==> src/rtl/pllcfg_pkg.sv <==
package pllcfg_pkg;
    localparam int WORD_W  = 32;
    localparam int HALF_W  = WORD_W / 2;
    localparam int ADDR_W  = 4;

    typedef enum logic [1:0] {
        W_FBDIV = 2'd0,
        W_DIVS  = 2'd1,
        W_FRAC  = 2'd2,
        W_CTRL  = 2'd3
    } word_sel_e;

    // implemented-bit masks and reset values of the masked words
    localparam logic [HALF_W-1:0] FBDIV_IMPL = 16'h0FFF;
    localparam logic [HALF_W-1:0] FBDIV_RST  = 16'h0001;
    localparam logic [HALF_W-1:0] DIVS_IMPL  = 16'h773F;
    localparam logic [HALF_W-1:0] DIVS_RST   = 16'h1101;
    localparam logic [HALF_W-1:0] CTRL_IMPL  = 16'h0009;
    localparam logic [HALF_W-1:0] CTRL_RST   = 16'h0009;
endpackage

==> src/rtl/pllcfg_masked_reg.sv <==
module pllcfg_masked_reg #(
    parameter int HW = 16,
    parameter logic [HW-1:0] IMPL = '1,
    parameter logic [HW-1:0] RST  = '0
) (
    input  logic            clk,
    input  logic            rst_n,
    input  logic            wr_en,
    input  logic [2*HW-1:0] wdata,
    output logic [HW-1:0]   q
);
    logic [HW-1:0] bit_en;
    assign bit_en = wdata[2*HW-1:HW] & IMPL;

    for (genvar i = 0; i < HW; i++) begin : g_bit
        if (IMPL[i]) begin : g_store
            always_ff @(posedge clk or negedge rst_n) begin
                if (!rst_n)
                    q[i] <= RST[i];
                else if (wr_en && bit_en[i])
                    q[i] <= wdata[i];
            end
        end else begin : g_tie
            assign q[i] = 1'b0;
        end
    end

    // bits whose mask bit was clear keep their value across a write
    p_mask_hold_r2: assert property (@(posedge clk) disable iff (!rst_n)
        wr_en |=> (((q ^ $past(q)) & ~$past(wdata[2*HW-1:HW])) == '0));

    // no write, no change
    p_idle_stable_r2: assert property (@(posedge clk) disable iff (!rst_n)
        !wr_en |=> $stable(q));
endmodule

==> src/rtl/pllcfg_lock_sync.sv <==
module pllcfg_lock_sync #(
    parameter int STAGES = 2
) (
    input  logic clk,
    input  logic rst_n,
    input  logic async_in,
    output logic sync_out
);
    logic [STAGES-1:0] chain;

    for (genvar s = 0; s < STAGES; s++) begin : g_stage
        always_ff @(posedge clk or negedge rst_n) begin
            if (!rst_n)
                chain[s] <= 1'b0;
            else if (s == 0)
                chain[s] <= async_in;
            else
                chain[s] <= chain[(s == 0) ? 0 : s-1];
        end
    end

    assign sync_out = chain[STAGES-1];
endmodule

==> src/rtl/pllcfg_regs.sv <==
module pllcfg_regs
    import pllcfg_pkg::*;
#(
    parameter int SYNC_STAGES = 2,
    parameter int FRAC_W      = 24
) (
    input  logic              clk,
    input  logic              rst_n,
    input  logic              bus_wr,
    input  logic [ADDR_W-1:0] bus_addr,
    input  logic [WORD_W-1:0] bus_wdata,
    output logic [WORD_W-1:0] bus_rdata,
    input  logic              pll_lock_in,
    output logic [11:0]       fb_div,
    output logic [5:0]        ref_div,
    output logic [2:0]        post_div1,
    output logic [2:0]        post_div2,
    output logic [FRAC_W-1:0] frac_val,
    output logic              pwr_down,
    output logic              int_mode
    ,output logic             lock_out
);
    localparam int FRAC_PAD = WORD_W - 1 - FRAC_W;

    word_sel_e        word;
    logic [HALF_W-1:0] q_fb, q_divs, q_ctrl;
    logic [FRAC_W-1:0] frac_q;

    assign word = word_sel_e'(bus_addr[3:2]);

    pllcfg_masked_reg #(.HW(HALF_W), .IMPL(FBDIV_IMPL), .RST(FBDIV_RST)) u_fb (
        .clk(clk), .rst_n(rst_n), .wr_en(bus_wr && word == W_FBDIV),
        .wdata(bus_wdata), .q(q_fb));

    pllcfg_masked_reg #(.HW(HALF_W), .IMPL(DIVS_IMPL), .RST(DIVS_RST)) u_divs (
        .clk(clk), .rst_n(rst_n), .wr_en(bus_wr && word == W_DIVS),
        .wdata(bus_wdata), .q(q_divs));

    pllcfg_masked_reg #(.HW(HALF_W), .IMPL(CTRL_IMPL), .RST(CTRL_RST)) u_ctrl (
        .clk(clk), .rst_n(rst_n), .wr_en(bus_wr && word == W_CTRL),
        .wdata(bus_wdata), .q(q_ctrl));

    always_ff @(posedge clk or negedge rst_n) begin
        if (!rst_n)
            frac_q <= '0;
        else if (bus_wr && word == W_FRAC)
            frac_q <= bus_wdata[FRAC_W-1:0];
    end

    pllcfg_lock_sync #(.STAGES(SYNC_STAGES)) u_lock (
        .clk(clk), .rst_n(rst_n), .async_in(pll_lock_in), .sync_out(lock_out));

    always_comb begin
        unique case (word)
            W_FBDIV: bus_rdata = {{HALF_W{1'b0}}, q_fb};
            W_DIVS:  bus_rdata = {{HALF_W{1'b0}}, q_divs};
            W_FRAC:  bus_rdata = {lock_out, {FRAC_PAD{1'b0}}, frac_q};
            W_CTRL:  bus_rdata = {{HALF_W{1'b0}}, q_ctrl};
            default: bus_rdata = '0;
        endcase
    end

    assign fb_div    = q_fb[11:0];
    assign ref_div   = q_divs[5:0];
    assign post_div1 = q_divs[10:8];
    assign post_div2 = q_divs[14:12];
    assign frac_val  = frac_q;
    assign pwr_down  = q_ctrl[0];
    assign int_mode  = q_ctrl[3];

    // a full-word write loads the fraction unmasked
    p_frac_load_r5: assert property (@(posedge clk) disable iff (!rst_n)
        (bus_wr && bus_addr[3:2] == 2'd2) |=> frac_val == $past(bus_wdata[FRAC_W-1:0]));

    // writes elsewhere leave the fraction alone
    p_frac_other_r5: assert property (@(posedge clk) disable iff (!rst_n)
        (bus_wr && bus_addr[3:2] != 2'd2) |=> $stable(frac_val));

    // control output pins only move on a write to the control word
    p_ctrl_hold_r7: assert property (@(posedge clk) disable iff (!rst_n)
        !(bus_wr && bus_addr[3:2] == 2'd3) |=> ($stable(pwr_down) && $stable(int_mode)));
endmodule

==> config.mk <==
export PLATFORM = sky130hd
export DESIGN_NAME = pllcfg_regs
export DESIGN_NICKNAME = d
export VERILOG_FILES = /design/src/rtl/pllcfg_pkg.sv /design/src/rtl/pllcfg_masked_reg.sv /design/src/rtl/pllcfg_lock_sync.sv /design/src/rtl/pllcfg_regs.sv
export SDC_FILE = /design/constraint.sdc
export NUM_CORES = 1
export LEC_CHECK = 0
export BUFFER_PORTS_ARGS = -buffer_cell sky130_fd_sc_hd__buf_2
export CAP_MARGIN = 25
export CORE_ASPECT_RATIO = 1.2
export CORE_UTILIZATION = 47
export CTS_CLUSTER_DIAMETER = 120
export DETAILED_ROUTE_END_ITERATION = 8
export PLACE_DENSITY = 0.92
export SLEW_MARGIN = 20
export SYNTH_ARGS = -nofsm -noshare
export SYNTH_HDL_FRONTEND = slang
export SYNTH_SLANG_ARGS = --single-unit
==> constraint.sdc <==
create_clock -name clk -period 1 [get_ports clk]
set_input_delay 0.05 -clock clk [delete_from_list [all_inputs] [get_ports clk]]
set_output_delay 0.05 -clock clk [all_outputs]
set_load 0.05 [all_outputs]
==> results.cfg <==
[worst_setup_path]
required_ns = 0.95
r2r-end = frac_val[1]
path_max_fanout = 2
start_kind = flop
r2r_cells = 2
rrSetupSlack_ns = -0.02
cp.arrival_ns = 1.41
r2r-start = frac_val[1]
crit_path_end_kind = primary output
critPathKind = reg2out

[worst_hold_path]
min_path_cells = 2
worstHoldEndpoint = u_fb.q[7]
worstHoldStart = bus_wdata[7]
hp-class = in2reg

[synthesis]
ys_top_cells_by_count = 46 x dfrtp_1, 39 x mux2_2, 12 x nand4b_1
ys.flop_type = dfrtp_1
synth_cells = 189
synthTopCellsByArea = dfrtp_1 43%, mux2_2 17%, mux2_4 6.2%
synth_area_um2 = 2650
async_reset_ff_share_pct = 100
ys_warn_count = 0
synth_most_common_cell = dfrtp_1
syn_avg_cell_area_um2 = 14.0
synthDistinctLibCells = 22
synth_edf_count = 0
ys_ff_latch = 52
synth_seq_area_share_pct = 49.3
synth_largest_area_cell = dfrtp_1
synth_top_cell_area_share_pct = 43.4

[pwr]
clock_power_share_pct = 13.5
p_per_area_nw_per_um2 = 2110
intPower_mw = 6.12
netSwitchingPower_mw = 4.53
vdd_drop_max_v = 0.00154
combPwrFrac_pct = 56.8
power_mw = 10.7
p_seq_share_pct = 29.6
switching_share_pct = 42.5
power.leakage_nw = 2.22

[routing]
drt-pass1-iter-count = 6
vias = 2503
post-route-drc-count = 18
first_iter_violations = 223
routed_wl_mm = 11.1
ant_nets = 0
routed_via_density = 5.85
post_drt_wl_per_cell_um = 25.8

[cells_and_area]
final_nets = 405
multiInputGateArea_um2 = 1550
areaGrowthSynthToFinish_pct = 90.6
nFillCells = 143
n_antenna_cell = 0
stdcell_count = 428
drive_gt1_share_pct = 90.7
sequential_cell_area_um2 = 1370

[timing]
clock.fmax_mhz = 684
rsz0062_at_grt = yes
post-route-period-util_pct = 146
setup-tns-final_ns = -6.92
finClkSkew_ns = 0.000279
maxSlewViolCount = 0
min_period_ns = 1.46
hold_viol = 0
fin_ws_ns = -0.461
setup_viol = 60

[clocking]
cts.sinks = 52
cts-htree-levels = 2
clockBufferDepth = 2
cts_tree = done
cts-root-buf = clkbuf_8
insertion_delay_ns = 0.30
path_clk_slew_ns = 0.10
cts_inserted_buffers = 5

[global_route]
grt_pass1_vias = 2518
grt_start_max_net_pins = 53
overflow = 0
grt_usage_pct = 31.5
antenna_found_initial = 0
grt_pass1_wl_mm = 14.1

[floorplan]
start_util_pct = 49.4
dieArea_um2 = 5950
die_y_um = 84.3
dieWidth_um = 70.6
io_pins = 123
rows = 29
core_area_um2 = 5370

[place]
portBuffers = 112
placed_cells = 379
place.gp.congestion = 0.775
dp_hpwl_mm = 4.95

[run]
drv_cap = 0

[run_status]
outcome = finished, violations left
violations = DRC, setup timing
## area by class of cell
cell class              count  share of cell area (%)
repair buffers            185                    38.7
multi-input cells         121                    30.7
flip-flops and latches     52                    27.0
well taps                  62                    1.53
clock buffers               6                    1.43
clock inverters             2                   0.693
## cell usage in the layout (no fill, tap or decap), types with 2 or more instances in the layout
| master | count |
|---|---|
| buf_6 | 54 |
| dfrtp_2 | 45 |
| buf_8 | 45 |
| mux2_2 | 38 |
| buf_2 | 38 |
| buf_4 | 31 |
| mux2_4 | 12 |
| nand4b_1 | 12 |
| and4bb_2 | 11 |
| and2_4 | 10 |
| mux2i_4 | 9 |
| dlygate4sd3_1 | 9 |
| buf_12 | 8 |
| o2bb2ai_4 | 7 |
| conb_1 | 7 |
| dfstp_2 | 6 |
| clkbuf_8 | 5 |
| nor2_4 | 3 |
| mux4_2 | 2 |
| a22o_4 | 2 |
| nand4_1 | 2 |
## layer usage
metal | vias up | track usage, % | part of all wire [%]
met5 | - | 0 | 0
met1 | 1298 | 37.6 | 37
met3 | 32 | 4.08 | 5.1
met2 | 128 | 57.8 | 55
li1 | 1045 | - | -
met4 | 0 | 11.6 | 3.0
## worst max-delay path by stage
stage / start / endpoint / cells past startpoint
6_report: u_fb.q[3] / bus_rdata[3] / 2
5_1_grt: frac_val[0] / bus_rdata[0] / 2
4_1_cts: u_fb.q[3] / bus_rdata[3] / 2
3_5_place_dp: bus_addr[2] / u_fb.q[3] / 4
3_3_place_gp: bus_addr[2] / bus_rdata[3] / 4
2_1_floorplan: frac_val[0] / bus_rdata[0] / 1
## critical path, cell delays in order, from the launching register on
cell and delay [ns]:
dfrtp_2 0.44, mux4_2 0.50, buf_6 0.18
## metrics by stage
step | util (%) | setup slack, ns | hold slack [ns] | area [um^2]
5_1_grt | 94.2 | -0.485 | -0.0132 | 5060
3_3_place_gp | 70.3 | -0.164 | 0.0591 | 3780
4_1_cts | 89.7 | -0.418 | 0.00197 | 4810
6_report | 94.2 | -0.461 | 0.00701 | 5060
2_1_floorplan | - | -0.199 | -0.246 | 2940
3_5_place_dp | 70.3 | -0.214 | 0.0603 | 3780
## cells by family after synthesis
kind of cell	synth area share [%]
compound gates	3.30
buf+inv	5.33
flops	49.3
mux	28.2
other cells	0.141
simple gates	13.7
## power groups by stage
stage	logic, mW	registers (mW)	clock network, mW
floorplan	1.49	4.51	0
global placement	3.94	2.99	0
detailed placement	4.01	3.03	0
CTS	5.47	3.02	1.44
global route	6.18	3.18	1.55
finish	6.05	3.16	1.44
## registers in the layout, summed over array words and instances (netlist names)
| name | cells |
|---|---|
| frac_val | 24 |
| u_divs.q | 12 |
| u_fb.q | 12 |
| u_ctrl.q | 2 |
| u_lock.chain | 1 |
| u_lock.sync_out | 1 |
## timing repair
item / in CTS / in global routing
hold endpoints to repair: 63 / 0
pin swaps: 3 / 2
setup endpoints to repair: 61 / 72
cloned: 0 / 0
hold buffers: 9 / 0
setup buffers: 24 / 18
resized for setup: 199 / 62
Power figures use the tool's default switching activity.
